==> config.mk <==
export PLATFORM = sky130hd
export DESIGN_NAME = bls_top
export DESIGN_NICKNAME = d
export VERILOG_FILES = /design/src/rtl/bls_pkg.sv /design/src/rtl/bls_decode.sv /design/src/rtl/bls_chain_fsm.sv /design/src/rtl/bls_accum.sv /design/src/rtl/bls_write.sv /design/src/rtl/bls_top.sv
export SDC_FILE = /design/constraint.sdc
export NUM_CORES = 1
export LEC_CHECK = 0
export BUFFER_PORTS_ARGS = -buffer_cell sky130_fd_sc_hd__buf_4
export CAP_MARGIN = 30
export CELL_PAD_IN_SITES_DETAIL_PLACEMENT = 1
export CELL_PAD_IN_SITES_GLOBAL_PLACEMENT = 1
export CORE_MARGIN = 2
export CORE_UTILIZATION = 24
export DETAILED_ROUTE_END_ITERATION = 12
export PLACE_DENSITY = 0.69
export SYNTH_ARGS = -nofsm -noshare
export SYNTH_HDL_FRONTEND = slang
export SYNTH_SLANG_ARGS = --single-unit
==> constraint.sdc <==
create_clock -name clk -period 1 [get_ports clk]
set_input_delay 0 -clock clk [delete_from_list [all_inputs] [get_ports clk]]
set_output_delay 0 -clock clk [all_outputs]
set_load 0.05 [all_outputs]
==> src/rtl/bls_pkg.sv <==
package bls_pkg;

    typedef enum logic [2:0] {
        OP_AND    = 3'd0,
        OP_ANDN   = 3'd1,
        OP_OR     = 3'd2,
        OP_ORN    = 3'd3,
        OP_ASSIGN = 3'd4,
        OP_SET    = 3'd5,
        OP_RESET  = 3'd6,
        OP_NOP    = 3'd7
    } bls_op_e;

    typedef enum logic {
        ST_FRESH = 1'b0,
        ST_CHAIN = 1'b1
    } bls_chain_e;

    typedef struct packed {
        logic logic_op;
        logic or_op;
        logic negate;
        logic wr_assign;
        logic wr_set;
        logic wr_reset;
    } bls_dec_t;

    localparam int unsigned FLAG_BITS = 4;

endpackage

==> src/rtl/bls_decode.sv <==
module bls_decode
    import bls_pkg::*;
(
    input  logic       valid_i,
    input  logic [2:0] op_i,
    output bls_dec_t   dec_o
);

    always_comb begin
        dec_o = '0;
        if (valid_i) begin
            unique case (bls_op_e'(op_i))
                OP_AND: begin
                    dec_o.logic_op = 1'b1;
                end
                OP_ANDN: begin
                    dec_o.logic_op = 1'b1;
                    dec_o.negate   = 1'b1;
                end
                OP_OR: begin
                    dec_o.logic_op = 1'b1;
                    dec_o.or_op    = 1'b1;
                end
                OP_ORN: begin
                    dec_o.logic_op = 1'b1;
                    dec_o.or_op    = 1'b1;
                    dec_o.negate   = 1'b1;
                end
                OP_ASSIGN: dec_o.wr_assign = 1'b1;
                OP_SET:    dec_o.wr_set    = 1'b1;
                OP_RESET:  dec_o.wr_reset  = 1'b1;
                OP_NOP:    dec_o = '0;
            endcase
        end
    end

    // decoded classes never overlap
    always_comb begin
        assert_dec_exclusive_R3: assert ($onehot0({dec_o.logic_op, dec_o.wr_assign,
                                                   dec_o.wr_set, dec_o.wr_reset}));
    end

endmodule

==> src/rtl/bls_chain_fsm.sv <==
module bls_chain_fsm
    import bls_pkg::*;
(
    input  logic     clk,
    input  logic     rst,
    input  bls_dec_t dec_i,
    output logic     first_check_o
);

    bls_chain_e state_q, state_d;
    logic       any_write;

    assign any_write = dec_i.wr_assign | dec_i.wr_set | dec_i.wr_reset;

    always_ff @(posedge clk) begin
        if (rst) state_q <= ST_FRESH;
        else     state_q <= state_d;
    end

    always_comb begin
        state_d = state_q;
        unique case (state_q)
            ST_FRESH: if (dec_i.logic_op) state_d = ST_CHAIN;
            ST_CHAIN: if (any_write)      state_d = ST_FRESH;
        endcase
    end

    always_comb begin
        unique case (state_q)
            ST_FRESH: first_check_o = 1'b0;
            ST_CHAIN: first_check_o = 1'b1;
        endcase
    end

    assert_logic_opens_chain_R4: assert property (@(posedge clk) disable iff (rst)
        dec_i.logic_op |=> first_check_o);

    assert_write_closes_chain_R4: assert property (@(posedge clk) disable iff (rst)
        any_write |=> !first_check_o);

    assert_idle_holds_state_R10: assert property (@(posedge clk) disable iff (rst)
        (!dec_i.logic_op && !any_write) |=> $stable(first_check_o));

endmodule

==> src/rtl/bls_accum.sv <==
module bls_accum
    import bls_pkg::*;
(
    input  logic     clk,
    input  logic     rst,
    input  bls_dec_t dec_i,
    input  logic     first_check_i,
    input  logic     bit_i,
    output logic     rlo_o,
    output logic     sta_o,
    output logic     or_o
);

    logic grp_q, or_q, sta_q, rlo_q;
    logic grp_d, or_d, sta_d, rlo_d;
    logic operand, any_write;

    assign operand   = bit_i ^ dec_i.negate;
    assign any_write = dec_i.wr_assign | dec_i.wr_set | dec_i.wr_reset;

    always_comb begin
        grp_d = grp_q;
        or_d  = or_q;
        sta_d = sta_q;
        rlo_d = rlo_q;
        if (dec_i.logic_op) begin
            sta_d = bit_i;
            if (!first_check_i) begin
                grp_d = operand;
                or_d  = 1'b0;
            end else if (dec_i.or_op) begin
                or_d  = or_q | grp_q;
                grp_d = operand;
            end else begin
                grp_d = grp_q & operand;
            end
            rlo_d = or_d | grp_d;
        end else if (any_write) begin
            or_d = 1'b0;
        end
    end

    always_ff @(posedge clk) begin
        if (rst) begin
            grp_q <= 1'b0;
            or_q  <= 1'b0;
            sta_q <= 1'b0;
            rlo_q <= 1'b0;
        end else begin
            grp_q <= grp_d;
            or_q  <= or_d;
            sta_q <= sta_d;
            rlo_q <= rlo_d;
        end
    end

    assign rlo_o = rlo_q;
    assign sta_o = sta_q;
    assign or_o  = or_q;

    assert_chain_start_loads_R3: assert property (@(posedge clk) disable iff (rst)
        (dec_i.logic_op && !first_check_i) |=> (rlo_o == ($past(bit_i) ^ $past(dec_i.negate))) && !or_o);

    assert_status_raw_bit_R7: assert property (@(posedge clk) disable iff (rst)
        dec_i.logic_op |=> sta_o == $past(bit_i));

    assert_write_keeps_rlo_R8: assert property (@(posedge clk) disable iff (rst)
        any_write |=> $stable(rlo_o) && $stable(sta_o) && !or_o);

    assert_and_never_raises_R5: assert property (@(posedge clk) disable iff (rst)
        (dec_i.logic_op && first_check_i && !dec_i.or_op && !rlo_o) |=> !rlo_o);

endmodule

==> src/rtl/bls_write.sv <==
module bls_write
    import bls_pkg::*;
(
    input  logic     clk,
    input  logic     rst,
    input  bls_dec_t dec_i,
    input  logic     rlo_i,
    output logic     wr_en_o,
    output logic     wr_val_o
);

    logic en_d, val_d;

    always_comb begin
        en_d  = 1'b0;
        val_d = 1'b0;
        if (dec_i.wr_assign) begin
            en_d  = 1'b1;
            val_d = rlo_i;
        end else if (dec_i.wr_set) begin
            en_d  = rlo_i;
            val_d = 1'b1;
        end else if (dec_i.wr_reset) begin
            en_d  = rlo_i;
            val_d = 1'b0;
        end
    end

    always_ff @(posedge clk) begin
        if (rst) begin
            wr_en_o  <= 1'b0;
            wr_val_o <= 1'b0;
        end else begin
            wr_en_o  <= en_d;
            wr_val_o <= val_d;
        end
    end

    assert_assign_copies_rlo_R8: assert property (@(posedge clk) disable iff (rst)
        dec_i.wr_assign |=> wr_en_o && (wr_val_o == $past(rlo_i)));

    assert_set_when_true_R9: assert property (@(posedge clk) disable iff (rst)
        (dec_i.wr_set && rlo_i) |=> wr_en_o && wr_val_o);

    assert_clear_when_true_R9: assert property (@(posedge clk) disable iff (rst)
        (dec_i.wr_reset && rlo_i) |=> wr_en_o && !wr_val_o);

    assert_no_write_otherwise_R10: assert property (@(posedge clk) disable iff (rst)
        !(dec_i.wr_assign || ((dec_i.wr_set || dec_i.wr_reset) && rlo_i)) |=> !wr_en_o);

endmodule

==> src/rtl/bls_top.sv <==
module bls_top
    import bls_pkg::*;
#(
    parameter int unsigned WORD_W = 16
) (
    input  logic              clk,
    input  logic              rst,
    input  logic              instr_valid,
    input  logic [2:0]        instr_op,
    input  logic              bit_value,
    output logic              wr_en,
    output logic              wr_val,
    output logic [WORD_W-1:0] status_word
);

    localparam int unsigned PAD_W = WORD_W - FLAG_BITS;

    bls_dec_t dec;
    logic     fc, rlo, sta, orb;

    bls_decode u_decode (
        .valid_i (instr_valid),
        .op_i    (instr_op),
        .dec_o   (dec)
    );

    bls_chain_fsm u_fsm (
        .clk           (clk),
        .rst           (rst),
        .dec_i         (dec),
        .first_check_o (fc)
    );

    bls_accum u_accum (
        .clk           (clk),
        .rst           (rst),
        .dec_i         (dec),
        .first_check_i (fc),
        .bit_i         (bit_value),
        .rlo_o         (rlo),
        .sta_o         (sta),
        .or_o          (orb)
    );

    bls_write u_write (
        .clk      (clk),
        .rst      (rst),
        .dec_i    (dec),
        .rlo_i    (rlo),
        .wr_en_o  (wr_en),
        .wr_val_o (wr_val)
    );

    assign status_word = {{PAD_W{1'b0}}, orb, sta, rlo, fc};

    assert_write_one_cycle_R11: assert property (@(posedge clk) disable iff (rst)
        (wr_en && !(dec.wr_assign || dec.wr_set || dec.wr_reset)) |=> !wr_en);

endmodule

==> reports/metrics.cfg, run 1 <==
[clock_tree]
clock_latency_ns = 0.25
cts_buffers = 3
cts-root-buf = clkbuf_4
tritoncts = yes
clock_sinks = 7
path_clk_slew_ns = 0.06
clockBufferDepth = 2
htree_levels = 1

[pwr]
p_int_uw = 493
p_comb_share_pct = 27.8
power_density_nw_per_um2 = 1520
clkPwrFrac_pct = 34.2
peakVddDrop_v = 0.000358
p_seq_share_pct = 38.0
power_leakage_nw = 0.243
p_sw_share_pct = 36.8
power_switching_uw = 288

[timing]
fin_ws_ns = 0.0532
max_freq_ghz = 1.06
hold_viol_final = 0
finalMaxSlewViolations = 0
post-route-min-period_ns = 0.947
finalSetupViolCount = 0
finalCritPeriodShare_pct = 94.7
finClkSkew_ns = 0.00473
grt_setup_unrepaired = false

[worst_setup_path]
cp_cell_sequence = inv_1 > or3_4 > a31oi_1
timing.critical_path.buf_inv = 1
cp_data_required_time_ns = 1.19
cp.arrival_ns = 1.13
cp_slowest_cell = or3_4
crit_family = simple AND/OR/NAND/NOR gates
max_stage_delay_ns = 0.37
critPathCaptureType = flop
cp-start-kind = flop
critPathMaxFanout = 3
critPathKind = flop to flop

[synth]
ys_warn_count = 0
ys_seq_elements = 7
syn-cell-area_um2 = 413
synth.avg_cell_area_um2 = 8.10
syn_inst = 51
ys_seq_area_share_pct = 33.9
ys_types = 18

[layout]
drive_gt1_share_pct = 32.3
final_common_cell = buf_4
final_cell_mix = buf_4 (13), conb_1 (12), a21oi_1 (6)
final_util_pct = 32.9
nets = 73
num_antenna_cells = 0
synthToLayoutAreaGrowth_pct = 24.2

[detailed_routing]
wl_um = 822
wl_per_cell_um = 10.1
num_vias = 330
drt_iter0_drc = 2
drcViolationCount = 0
vias_per_cell = 4.07
detail-route-antenna-nets = 0
first_pass_iters = 2

[grt]
grt_overflow = 0
antenna_found_initial = 0
grt_pass1_vias = 295
grt_pass1_wl_um = 1260
grt_max_degree = 7
gr-usage-all-layers_pct = 9.03

[place]
pre_cts_slack_ns = -0.000694
port_buffers = 12
gp_congestion = 0.718
hpwlAfterDp_um = 664

[outcome]
status = finished clean

[floorplan]
die_w_um = 45.5
core_um2 = 1560
chipHeight_um = 45.5
io_pins = 25
placementRows = 14
start_util_pct = 26.5
die-area_um2 = 2070

[min_path]
hold_path_class = input port to flop

[job]
cap_viol_max_count = 0

## worst paths after layout
kind	slack [ns]	to	cells after the start	start
worst max-delay path	0.05	u_accum.rlo_o	3	u_fsm.state_q
worst min-delay path	0.03	u_accum.sta_o	3	bit_value
worst max register to register	0.05	u_accum.rlo_o	3	u_fsm.state_q
worst min register to register	0.47	u_accum.grp_q	2	u_accum.grp_q
## state kept, by name, summed over array words and instances (netlist names)
name and count:
u_accum.or_o 1, u_accum.grp_q 1, u_fsm.state_q 1, u_accum.rlo_o 1, u_accum.sta_o 1, u_write.wr_val_o 1, u_write.wr_en_o 1
## per-layer routing
metal	wire, um	GRT usage, %	vias to the layer above
met5	0	0	-
met4	4	7.06	0
met3	81	3.57	2
met2	402	12.7	15
met1	335	10.8	145
li1	-	-	168
## area by class of cell
| type | instances | area (um2) |
|---|---|---|
| Timing Repair Buffer | 15 | 118 |
| Multi-Input combinational cell | 37 | 199 |
| Clock buffer | 4 | 26.3 |
| Sequential cell | 7 | 143 |
| Tap cell | 16 | 20.0 |
| Inverter | 2 | 7.51 |
| Fill cell | 206 | 1050 |
## cell families after synthesis
logic type | synth area share, %
AO/OA/AOI/OAI | 13.9
XOR/XNOR | 2.12
buffers and inverters | 30.9
flip-flops | 33.9
other | 0.908
AND/OR/NAND/NOR | 18.2
## worst min-delay path, cell delays in order
cell and delay, ns:
buf_4 0.11, nand2_1 0.06, a21oi_1 0.06
## per-stage QoR
step	cells	power [mW]	hold slack [ns]	area (um2)	TNS, ns
after floorplan	62	0.504	0.0691	454	0
after global placement	75	0.508	0.212	452	0
after detailed placement	75	0.510	0.211	452	-0.000694
after CTS	81	0.792	0.0258	498	0
after global routing	81	0.828	0.0334	513	0
final	81	0.781	0.0304	513	0
## power by group through the flow
stage	logic, mW	registers (mW)	clock network, mW
floorplan	0.198	0.306	0
global placement	0.207	0.301	0
detailed placement	0.208	0.302	0
CTS	0.214	0.296	0.283
global route	0.231	0.298	0.299
finish	0.217	0.297	0.267
## synthesized netlist by cell type
library cell / n / area, um2
inv_1: 2 / 7.51
or3_1: 1 / 6.26
xor2_1: 1 / 8.76
buf_4: 16 / 120
dfxtp_1: 7 / 140
o21ai_0: 1 / 5.00
nor2b_1: 1 / 6.26
nand3b_1: 1 / 7.51
and3_1: 1 / 6.26
a31oi_1: 1 / 6.26
o311ai_1: 1 / 8.76
nor3_1: 1 / 5.00
nand2b_4: 1 / 13.8
nor2_1: 3 / 11.3
nand2_1: 5 / 18.8
a21o_1: 1 / 7.51
a21oi_1: 6 / 30.0
conb_1: 1 / 3.75
## timing repair
action                     4_1_cts  5_1_grt
setup buffers                    0        0
hold endpoints to repair         6        0
pin swaps                        1        1
hold buffers                     2        0
gates resized for setup          0        4
setup endpoints to repair        1        2
Note: power is estimated with default switching activity, not from simulation.
==> run 2: changes to the inputs <==
Settings changed: CELL_PAD_IN_SITES_DETAIL_PLACEMENT 1 to unset, CELL_PAD_IN_SITES_GLOBAL_PLACEMENT 1 to unset, CORE_AREA set to 2 2 39 41, CORE_MARGIN 2 to unset, CORE_UTILIZATION 24 to unset, DIE_AREA set to 0 0 41 43, PLACE_DENSITY 0.69 to 0.62.
==> reports/metrics.cfg, run 2 (synthesis gave the netlist of run 1 again) <==
[outcome]
status = finished clean

[clock_tree]
clock_sinks = 7  ; unchanged
cts-root-buf = clkbuf_4
path_clk_slew_ns = 0.05  ; about the same
tritoncts = yes
cts_buffers = 3  ; unchanged
post_cts_buffers = 0  ; unchanged
clockBufferDepth = 2  ; unchanged
htree_levels = 1  ; unchanged
clock_latency_ns = 0.25  ; about the same

[timing]
hold_viol_final = 0  ; unchanged
finalCritPeriodShare_pct = 96.4  ; +1.7 points
tns_ns = 0  ; unchanged
grt_setup_unrepaired = true
post-route-min-period_ns = 0.964  ; +0.0172 ns
fin_ws_ns = 0.0360  ; -0.0172 ns
finalMaxSlewViolations = 0  ; unchanged
finalSetupViolCount = 0  ; unchanged
max_freq_ghz = 1.04  ; -1.8%
whs_ns = 0.0148  ; -0.0156 ns
finClkSkew_ns = 0.00108  ; -0.00366 ns

[worst_setup_path]
cp_slowest_cell = or3_4
cp-start-kind = flop
critPathKind = flop to flop
critPathCaptureType = flop
max_stage_delay_ns = 0.36  ; about the same
cp_cell_sequence = inv_2 > or3_4 > a31oi_1
cp.arrival_ns = 1.14  ; about the same
critPathMaxFanout = 3  ; unchanged
crit_family = simple AND/OR/NAND/NOR gates
timing.critical_path.buf_inv = 1  ; unchanged
cp_data_required_time_ns = 1.18  ; about the same
cp.depth = 3  ; unchanged
r2r_cells = 3  ; unchanged

[detailed_routing]
vias_per_cell = 4.05  ; -0.59%
detail-route-antenna-nets = 0  ; unchanged
wl_per_cell_um = 9.36  ; -7.7%
drt_iter0_drc = 1  ; -1
drcViolationCount = 0  ; unchanged
wl_um = 749  ; -8.9%
num_vias = 324  ; -1.8%
first_pass_iters = 2  ; unchanged

[pwr]
peakVddDrop_v = 0.000438  ; +22%
power_density_nw_per_um2 = 1520  ; -0.13%
finalPower_uw = 768  ; -1.6%
power_leakage_nw = 0.237  ; -2.3%

[place]
gp_congestion = 0.691  ; -3.8%
pre_cts_slack_ns = 0.0149  ; +0.0156 ns
hpwlAfterDp_um = 559  ; -16%
port_buffers = 12  ; unchanged

[layout]
num_antenna_cells = 0  ; unchanged
drive_gt1_share_pct = 32.8  ; +0.50 points
nets = 72  ; -1.4%
final_cell_mix = conb_1 (12), buf_4 (12), a21oi_1 (6)
synthToLayoutAreaGrowth_pct = 22.4
final_util_pct = 36.5  ; +3.6 points

[grt]
antenna_found_initial = 0  ; unchanged
grt_pass1_wl_um = 1130  ; -10%
gr-usage-all-layers_pct = 9.94  ; +0.91 points
grt_overflow = 0  ; unchanged
grt_max_degree = 7  ; unchanged
grt_pass1_vias = 286  ; -3.1%

[job]
cap_viol_max_count = 0  ; unchanged

[floorplan]
die-area_um2 = 1760  ; -15%
die_w_um = 41  ; -9.8%
io_pins = 25  ; unchanged
core_um2 = 1380  ; -11%
start_util_pct = 29.8  ; +3.4 points
chipHeight_um = 43  ; -5.4%
placementRows = 14  ; unchanged

[min_path]
hold_path_class = input port to flop
whs_path_depth = 3  ; unchanged

==> run 2: worst register-to-register path: cells and delay by family (launching register included) <==
family,cells,cell delay (ns)
AND/OR/NAND/NOR,1,0.36
AO/OA/AOI/OAI,1,0.17
flip-flops,1,0.33
buffers and inverters,1,0.04
==> run 2: area by class of cell <==
type	count	area (um2)
Clock buffer	4	26.3
Sequential cell	7	143
Timing Repair Buffer	14	110
Fill cell	152	878
Tap cell	16	20.0
Multi-Input combinational cell	37	199
Inverter	2	7.51
==> run 2: timing repair <==
item	in CTS	in global routing
gates resized for setup	0	5
setup endpoints to repair	1	3
hold buffers	2	0
pin swaps	1	2
hold endpoints to repair	6	0
==> run 2: path summary, 6_finish.rpt <==
check,startpoint,endpoint,slack [ns]
worst max-delay path,u_fsm.state_q,u_accum.rlo_o,0.04
worst min register to register,u_accum.sta_o,u_accum.sta_o,0.45
worst max register to register,u_fsm.state_q,u_accum.rlo_o,0.04
worst min-delay path,bit_value,u_accum.sta_o,0.01
==> run 2: power by group <==
| group | switching, mW | leakage (nW) | internal (mW) |
|---|---|---|---|
| Sequential | 0.00675 | 0.0578 | 0.291 |
| Combinational | 0.167 | 0.165 | 0.0499 |
| Clock | 0.102 | 0.0150 | 0.152 |
==> run 2: metrics by stage <==
step	cells	instance area, um2
2_1_floorplan	62	454
3_3_place_gp	74	444
3_5_place_dp	74	444
4_1_cts	80	490
5_1_grt	80	505
6_report	80	505
==> run 2: metal layers <==
layer / vias up / track usage [%] / share of wire, %
met4: 0 / 6.00 / 1.2
met3: 2 / 4.71 / 10
met1: 142 / 11.3 / 42
met5: - / 0 / 0
met2: 15 / 14.4 / 47
li1: 165 / - / -
